**src/rtl/ring_pkg.sv**
```systemverilog
package ring_pkg;
  localparam int NRING   = 2;
  localparam int RING_RX = 0;
  localparam int RING_TX = 1;
  localparam int STRIDE  = 8;

  function automatic int len_addr(input int ring);
    return ring * STRIDE;
  endfunction

  function automatic int pos_addr(input int ring);
    return ring * STRIDE + 4;
  endfunction
endpackage

```
**src/rtl/ring_track.sv**
```systemverilog
module ring_track #(
  parameter int RING_W = 16
) (
  input  logic              clk,
  input  logic              rst_n,
  input  logic              len_we,
  input  logic              pos_we,
  input  logic [RING_W-1:0] wdata,
  input  logic              init_ld,
  input  logic [RING_W-1:0] init_val,
  input  logic              adv,
  output logic [RING_W-1:0] len_q,
  output logic [RING_W-1:0] pos_q,
  output logic              is_last,
  output logic [RING_W-1:0] index
);
  logic [RING_W-1:0] len_d, pos_d;
  logic              len_en, pos_en;

  // next-state: software write beats load, load beats advance
  always_comb begin
    len_en = len_we | init_ld;
    len_d  = len_we ? wdata : init_val;
    pos_en = pos_we | init_ld | adv;
    if (pos_we)                pos_d = wdata;
    else if (init_ld)          pos_d = init_val;
    else if (pos_q == '0)      pos_d = len_q;
    else                       pos_d = pos_q + 1'b1;
  end

  // no reset: contents survive every reset source
  always_ff @(posedge clk) begin
    if (len_en) len_q <= len_d;
  end

  always_ff @(posedge clk) begin
    if (pos_en) pos_q <= pos_d;
  end

  assign is_last = (pos_q == '0);
  assign index   = pos_q - len_q;

  p_step_r2: assert property (@(posedge clk) disable iff (!rst_n)
    adv && !pos_we && !init_ld && pos_q != '0 |=> pos_q == $past(pos_q) + 1'b1);
  p_hold_r2: assert property (@(posedge clk) disable iff (!rst_n)
    !adv && !pos_we && !init_ld |=> $stable(pos_q));
  p_wrap_r3: assert property (@(posedge clk) disable iff (!rst_n)
    adv && !pos_we && !init_ld && pos_q == '0 |=> pos_q == $past(len_q));
  p_init_r1: assert property (@(posedge clk) disable iff (!rst_n)
    init_ld && !pos_we |=> pos_q == $past(init_val));
  p_swwin_r9: assert property (@(posedge clk) disable iff (!rst_n)
    pos_we |=> pos_q == $past(wdata));
endmodule

```
**src/rtl/ring_regif.sv**
```systemverilog
module ring_regif
  import ring_pkg::*;
#(
  parameter int ADDR_W = 8,
  parameter int DATA_W = 32,
  parameter int RING_W = 16
) (
  input  logic                          stop_i,
  input  logic                          suspend_i,
  input  logic [ADDR_W-1:0]             addr,
  input  logic                          we,
  input  logic [NRING-1:0][RING_W-1:0]  len_q,
  input  logic [NRING-1:0][RING_W-1:0]  pos_q,
  output logic [NRING-1:0]              len_we,
  output logic [NRING-1:0]              pos_we,
  output logic [DATA_W-1:0]             rdata
);
  logic access;
  assign access = stop_i | suspend_i;

  for (genvar r = 0; r < NRING; r++) begin : g_dec
    assign len_we[r] = access && we && (addr == ADDR_W'(len_addr(r)));
    assign pos_we[r] = access && we && (addr == ADDR_W'(pos_addr(r)));
  end

  always_comb begin
    rdata = '0;
    if (access) begin
      for (int r = 0; r < NRING; r++) begin
        if (addr == ADDR_W'(len_addr(r))) rdata[RING_W-1:0] = len_q[r];
        if (addr == ADDR_W'(pos_addr(r))) rdata[RING_W-1:0] = pos_q[r];
      end
    end
  end
endmodule

```
**src/rtl/desc_ring_pos.sv**
```systemverilog
module desc_ring_pos
  import ring_pkg::*;
#(
  parameter int ADDR_W = 8,
  parameter int DATA_W = 32,
  parameter int RING_W = 16
) (
  input  logic              clk,
  input  logic              rst_n,
  input  logic              stop_i,
  input  logic              suspend_i,
  input  logic              init_load,
  input  logic [RING_W-1:0] init_rx_len,
  input  logic [RING_W-1:0] init_tx_len,
  input  logic              rx_adv,
  input  logic              tx_adv,
  input  logic [ADDR_W-1:0] reg_addr,
  input  logic              reg_we,
  input  logic [DATA_W-1:0] reg_wdata,
  output logic [DATA_W-1:0] reg_rdata,
  output logic              rx_last,
  output logic              tx_last,
  output logic [RING_W-1:0] rx_index,
  output logic [RING_W-1:0] tx_index
);
  logic [NRING-1:0][RING_W-1:0] len_q, pos_q, index, init_v;
  logic [NRING-1:0]             len_we, pos_we, adv, last;

  assign init_v[RING_RX] = init_rx_len;
  assign init_v[RING_TX] = init_tx_len;
  assign adv[RING_RX]    = rx_adv;
  assign adv[RING_TX]    = tx_adv;

  ring_regif #(.ADDR_W(ADDR_W), .DATA_W(DATA_W), .RING_W(RING_W)) u_regif (
    .stop_i(stop_i), .suspend_i(suspend_i), .addr(reg_addr), .we(reg_we),
    .len_q(len_q), .pos_q(pos_q), .len_we(len_we), .pos_we(pos_we),
    .rdata(reg_rdata)
  );

  for (genvar r = 0; r < NRING; r++) begin : g_ring
    ring_track #(.RING_W(RING_W)) u_trk (
      .clk(clk), .rst_n(rst_n), .len_we(len_we[r]), .pos_we(pos_we[r]),
      .wdata(reg_wdata[RING_W-1:0]), .init_ld(init_load), .init_val(init_v[r]),
      .adv(adv[r]), .len_q(len_q[r]), .pos_q(pos_q[r]), .is_last(last[r]),
      .index(index[r])
    );
  end

  assign rx_last  = last[RING_RX];
  assign tx_last  = last[RING_TX];
  assign rx_index = index[RING_RX];
  assign tx_index = index[RING_TX];

  p_we_gate_r7: assert property (@(posedge clk) disable iff (!rst_n)
    !(stop_i | suspend_i) |-> (len_we == '0 && pos_we == '0));
  p_rd_gate_r7: assert property (@(posedge clk) disable iff (!rst_n)
    !(stop_i | suspend_i) |-> reg_rdata == '0);
  p_one_wr_r6: assert property (@(posedge clk) disable iff (!rst_n)
    $onehot0({len_we, pos_we}));
  p_hi_zero_r8: assert property (@(posedge clk) disable iff (!rst_n)
    reg_rdata[DATA_W-1:RING_W] == '0);
  p_len_keep_r10: assert property (@(posedge clk) disable iff (!rst_n)
    !init_load && !reg_we |=> $stable(len_q));
endmodule

```
**config.mk**
```make
export PLATFORM = sky130hd
export DESIGN_NAME = desc_ring_pos
export DESIGN_NICKNAME = d
export VERILOG_FILES = /design/src/rtl/ring_pkg.sv /design/src/rtl/ring_track.sv /design/src/rtl/ring_regif.sv /design/src/rtl/desc_ring_pos.sv
export SDC_FILE = /design/constraint.sdc
export NUM_CORES = 1
export LEC_CHECK = 0
export BUFFER_PORTS_ARGS = -buffer_cell sky130_fd_sc_hd__buf_2
export CAP_MARGIN = 30
export CORE_AREA = 4 4 111 113
export CTS_BUF_LIST = sky130_fd_sc_hd__clkbuf_2
export DETAILED_ROUTE_END_ITERATION = 6
export DIE_AREA = 0 0 115 117
export MAX_ROUTING_LAYER = met4
export PLACE_DENSITY = 0.87
export SYNTH_ARGS = -nofsm -noshare
export SYNTH_HDL_FRONTEND = slang
export SYNTH_SLANG_ARGS = --single-unit
```
**constraint.sdc**
```tcl
create_clock -name clk -period 2.5 [get_ports clk]
set_input_delay 0 -clock clk [delete_from_list [all_inputs] [get_ports clk]]
set_output_delay 0 -clock clk [all_outputs]
set_load 0.02 [all_outputs]
```
==> out/results.txt, run 1 <==
Run status: finished with violations
Violations in the final reports: negative setup slack
Wire length on met3: 2.89 mm
Final cell area excluding filler cells: 8730 um^2
All-layer global routing usage: 0.325
Total Power Consumption: 4.69 mW
XOR/XNOR share of the synthesized area: 0.0665
Worst path required time: 2.50 ns
Final wirelength: 23.2 mm
Kind of start point of the critical path: flip-flop
1st-pass router iterations: 7
Number of port buffers: 112
Sequential share of the synthesized area: 0.311
Worst clock skew on the final layout: 0.0306 ns
Routed length per placed instance: 21.7 um
Clock input transition at the sequential cells of the worst setup and hold paths: 0.26 ns
Adder-cell area share of the yosys netlist: 0.0752
Final period utilization: 1.17
Final number of max-transition violations: 0
Detailed-routing wirelength on met1: 7.92 mm
Yosys warning count: 0
Top Metal Used: met4
Total I/O pin count: 146
Largest net degree at the start of global routing: 27
Count of cell types in the netlist: 61
Endpoints failing hold: 0
Clock buffer depth: 2
DIE HEIGHT: 117 um
Fraction of final layout cells sized beyond drive strength 1: 0.362
Critical-path maximum fanout: 6
Clock tree from TritonCTS: yes
Share of the synthesized area in the top cell type: 0.311
Site Rows: 39
Lkg Pwr: 3.61 nW
Ant diodes: 0
Initial antenna violation count: 0
Worst setup slack before clock tree synthesis: -0.00736 ns
Critical Path Start: g_ring[1].u_trk.len_q[7]
Layout net count: 1039
Layout Area Growth over Synthesis: 41.1%
Dominant cell type by area after synthesis: edfxtp_1
TNS Setup: -4.70 ns
Horizontal die dimension: 115 um
Most common cell in the netlist: o21ai_0
Root cell of the clock tree: clkbuf_2
Final Critical Period: 2.93 ns
List of most frequent post-synthesis cells: o21ai_0, nand2_1, edfxtp_1, inv_1, a21oi_1
Register cell area after layout: 1920 um^2
Main combinational cell family by area after synthesis: compound AO/OA/AOI/OAI gates
Floorplan Core Area: 11300 um^2
Multi-input logic area: 4270 um^2
Post-synthesis sequential element count: 64
Fill cells: 687
Final routed DRC violation total: 0
Total number of vias: 6886
Critical R2R Launch: g_ring[1].u_trk.pos_q[2]
Grt total ovfl: 0
HP Class: primary input to flip-flop
Slew of the pin with the lowest slew margin: 0.920 ns
Worst setup path category: flip-flop to output pin
H-Tree Depth: 3
Post-synthesis compound-gate area fraction: 0.178
Initial detailed-routing violation count: 906
Die ar.: 13500 um^2
Post-synth ARST share: 0
Weighted congestion reported at the end of routability-driven placement: 0.973
Clock Latency Late Sink: 0.56 ns
# setup viols final: 19
Fmax: 341 MHz
Netlist area before placement: 6190 um^2
Number of nets with antenna violations after detailed routing: 0
Worst hold start: reg_we
Most frequently used flop master after synthesis: edfxtp_1
Worst VDD drop: 418 uV
DR vias/cell: 6.43
Pwr per Cell Area: 537 nW/um^2
Arrival time at the worst endpoint: 2.93 ns
Average footprint of a synthesized cell: 9.22 um^2
Number of global-route vias before repair: 6560
Clock sink count: 64
Number of max-capacitance violations reported: 0
Post-Synthesis Cells: 671
Largest cells by area after synthesis: edfxtp_1, ha_1, mux4_2, o21ai_0, xnor2_1
Mux share of post-synthesis cell area: 0.126
Effective utilization at floorplan: 0.546
WL met2: 10.9 mm
Number of flops mapped to enable cells by yosys: 64
DPL Wire Length: 13.8 mm
Placed Area: 6950 um^2
Unrepaired setup endpoints after global routing: yes
Global-route wire length before repair: 33.1 mm
Max transition margin: 0.387
Clock buffer count from CTS: 9
Final cell utilization of the core: 0.771
Crit end category: output pin
Post-route worst setup slack: -0.431 ns
Simple-gate portion of the synthesized area: 0.173
critical path, cell delays in order, from the launching register on:
cell	delay (ns)
edfxtp_1	0.46
inv_1	0.06
ha_1	0.46
a21o_1	0.28
a21oi_1	0.13
nand2b_1	0.19
a311o_1	0.36
o311a_1	0.13
o211ai_1	0.11
buf_4	0.18
area by class of cell:
type / count / share of cell area
multi-input combinational: 530 / 0.489
timing repair buffer: 271 / 0.233
tap: 143 / 0.0205
clock inverter: 7 / 0.0118
inverter: 47 / 0.0205
clock buffer: 9 / 0.00516
sequential: 64 / 0.220
sequential cells by signal, indices dropped and copies added, names as in the netlist:
name	flops
g_ring.u_trk.pos_q	32
g_ring.u_trk.len_q	32
stage by stage:
stage               std cells  hold slack [ns]
floorplan                 686            0.185
global placement          926            0.319
detailed placement        926            0.326
CTS                      1050           0.0385
global route             1071           0.0772
finish                   1071           0.0462
routing by layer:
| layer | vias up | global-route usage |
|---|---|---|
| li1 | 2955 | - |
| met1 | 3131 | 0.392 |
| met2 | 648 | 0.537 |
| met3 | 152 | 0.0509 |
| met4 | 0 | 0.154 |
| met5 | - | - |
worst paths after layout:
kind / slack, ns / endpoint / cells after the start
hold / removal: 0.05 / g_ring[1].u_trk.pos_q[2] / 4
setup / recovery: -0.43 / tx_index[14] / 9
hold reg to reg: 0.77 / g_ring[1].u_trk.pos_q[7] / 2
setup reg to reg: 0.12 / g_ring[1].u_trk.pos_q[13] / 8
cell usage in the layout (no fill, tap or decap), types with 23 or more instances in the layout:
cell type      synthesis  routed
buf_4                 18      93
buf_2                 11      92
dlygate4sd3_1          0      76
edfxtp_1              64      64
nand2_1               66      63
o21ai_0               67      56
inv_1                 46      41
xnor2_1               36      32
nor2_1                34      31
a21oi_1               41      30
mux2_2                26      26
ha_1                  34      23
where the power goes:
part | internal [mW] | total, mW | leakage, nW | switching [mW]
sequential | 1.30 | 1.41 | 0.632 | 0.104
clock | 0.343 | 0.828 | 0.0835 | 0.485
combinational | 1.12 | 2.45 | 2.89 | 1.33
total | 2.77 | 4.69 | 3.61 | 1.92
logic make-up (layout without fill, tap and decap cells):
group                      after synthesis  in the layout
DFF                                     64             64
muxes                                   51             51
buffers and inverters                   92            334
AOI/OAI and AO/OA                      177            177
and+or+nand+nor                        203            203
xor gates and xnor gates                47             47
adders and majority gates               36             36
other                                    1             16
timing repair:
item | in CTS | in global routing
buffers inserted | 33 | 22
setup endpoints to repair | 20 | 37
pin swaps | 23 | 21
hold buffers | 76 | 0
resized for setup | 53 | 72
cloned | 0 | 0
hold endpoints to repair | 64 | 0
Note: power is estimated with default switching activity, not from simulation.
==> inputs of run 2 (changes only) <==
- clock period: 2.5 -> 3.4 ns (I/O delays scaled with it)
==> run 2 against run 1 <==
Compared with the run above:
- the flow now finishes without violations
- hold slack better by 0.059 ns
- sequential power down 23%
- worst setup slack better by 0.60 ns
- wire length down 18%
- register-to-register slack better by 0.34 ns
- total power down 38%
- count of clock-buffer cells in the layout up 2
- clock skew down 0.0044 ns
- utilization down 9.1 points
- sequential share of layout area up 2.9 points
- critical path type unchanged
- critical endpoint is now rx_index[12]
==> out/results.txt, run 2 (synthesized netlist as in run 1, its figures left out) <==
Run status: completed
Critical R2R Launch: g_ring[0].u_trk.pos_q[1]
Layout Area Growth over Synthesis: 24.6%
Worst path required time: 3.40 ns
Critical Path Start: g_ring[0].u_trk.pos_q[0]
Effective utilization at floorplan: 0.546
Fill cells: 862
Worst clock skew on the final layout: 0.0262 ns
Clock tree from TritonCTS: yes
Die ar.: 13500 um^2
Number of nets with antenna violations after detailed routing: 0
# setup viols final: 0
Worst VDD drop: 278 uV
Routed length per placed instance: 19.0 um
Slew of the pin with the lowest slew margin: 0.850 ns
Clock buffer depth: 2
Worst hold start: reg_we
Total I/O pin count: 146
Hold Path Sink: g_ring[0].u_trk.len_q[6]
Critical path buffer and inverter count: 2
Clock buffer count from CTS: 9
Worst setup path category: flip-flop to output pin
1st-pass router iterations: 5
Final hold slack: 0.105 ns
Largest net degree at the start of global routing: 36
Total number of vias: 6214
R2r worst-path depth: 10
Site Rows: 39
Final Critical Period: 3.23 ns
Grt total ovfl: 0
Global-route wire length before repair: 30.1 mm
Number of port buffers: 112
Cell type of the slowest stage on the worst timing path: fa_1
Critical-path maximum fanout: 4
Final wirelength: 19.0 mm
Weighted congestion reported at the end of routability-driven placement: 0.938
Most frequent cells in the layout: buf_2, dlygate4sd3_1, nand2_1, o21ai_0, edfxtp_1
Final period utilization: 0.951
Ant diodes: 0
Root cell of the clock tree: clkbuf_2
Register cell area after layout: 1920 um^2
DR vias/cell: 6.22
H-Tree Depth: 3
Most common library cell in the layout ignoring fill and taps: buf_2
Lkg Pwr: 3.15 nW
Horizontal die dimension: 115 um
DPL Wire Length: 13.1 mm
Cell depth of the worst hold path: 3
Initial antenna violation count: 0
Pwr per Cell Area: 379 nW/um^2
TNS Setup: 0 ns
Fmax: 309 MHz
Clock input transition at the sequential cells of the worst setup and hold paths: 0.19 ns
Non-filler instance count after layout: 999
Number of global-route vias before repair: 6043
Largest stage delay on the critical path: 0.47 ns
All-layer global routing usage: 0.294
Kind of start point of the critical path: flip-flop
Family of cells with the greatest summed delay on the critical path: compound AO/OA/AOI/OAI gates
Multi-input logic area: 3890 um^2
Capturing point of the worst reg2reg path: g_ring[0].u_trk.pos_q[6]
Max transition margin: 0.434
Endpoints failing hold: 0
Slack of the worst reg-to-reg path: 0.46 ns
Floorplan Core Area: 11300 um^2
Crit end category: output pin
Placed Area: 6780 um^2
Arrival time at the worst endpoint: 3.23 ns
Layout net count: 967
Number of max-capacitance violations reported: 0
Final cell utilization of the core: 0.681
Initial detailed-routing violation count: 573
Final routed DRC violation total: 0
Final number of max-transition violations: 0
Clock sink count: 64
# placed instances: 903
Largest regs: g_ring.u_trk.len_q: 32 flops, g_ring.u_trk.pos_q: 32 flops
HP Class: primary input to flip-flop
DIE HEIGHT: 117 um
Clock Latency Late Sink: 0.54 ns
Final cell area excluding filler cells: 7710 um^2
Cell Chain, Critical Path: inv_1 -> ha_1 -> fa_1 -> nor2b_1 -> o31ai_1 -> a211oi_2 -> a21oi_1 -> or3_1 -> o211ai_1 -> buf_2
Fraction of final layout cells sized beyond drive strength 1: 0.229
[run 2: cell count changes in the layout (fill, tap and decap cells not counted), moves of 6 or more]
cell / before / now
o21ai_1: 8 / 1
buf_6: 10 / 0
o21ai_0: 56 / 66
a21oi_1: 30 / 41
ha_2: 6 / 0
buf_4: 93 / 8
buf_2: 92 / 112
a21oi_2: 8 / 0
ha_1: 23 / 34
[run 2: cell type report]
cell class	count	area share
clock buffer	11	0.00714
clock inverter	5	0.00925
inverter	47	0.0229
multi-input combinational	530	0.505
sequential	64	0.249
tap	143	0.0232
timing repair buffer	199	0.183
[run 2: tightest hold or removal path, cell delays in order]
cell     delay [ns]
buf_2          0.13
nor4b_4        0.18
mux2_2         0.23
[run 2: routing by layer]
| metal | GRT usage | share of wire | up-vias |
|---|---|---|---|
| met5 | - | 0 | - |
| met4 | 0.113 | 0.036 | 0 |
| met3 | 0.0607 | 0.12 | 74 |
| met2 | 0.481 | 0.49 | 468 |
| met1 | 0.360 | 0.36 | 2865 |
| li1 | - | - | 2807 |
[run 2: power by group]
group          leakage (nW)  internal [mW]  switching [mW]
clock network        0.0787          0.243           0.297
registers             0.632          0.961           0.122
logic                  2.44          0.558           0.737
[run 2: metrics by stage]
step | power (mW) | setup slack, ns
floorplan | 1.94 | 0.965
global placement | 2.26 | 0.642
detailed placement | 2.29 | 0.618
CTS | 2.89 | 0.115
global route | 3.09 | -0.0107
finish | 2.92 | 0.165
[run 2: how the worst max path moves through the flow]
stage / endpoint / slack, ns / cells after the start
after CTS: rx_index[12] / 0.11 / 10
after floorplan: rx_index[12] / 0.96 / 9
after global routing: rx_index[12] / -0.01 / 10
after global placement: rx_index[12] / 0.64 / 10
final: rx_index[12] / 0.17 / 10
after detailed placement: rx_index[12] / 0.62 / 10
[run 2: repair_timing]
action / in CTS / in global routing
resized for setup: 1 / 0
hold buffers: 79 / 0
endpoints found under the hold margin: 64 / 0
buffers inserted: 0 / 1
setup endpoints to repair: 1 / 1
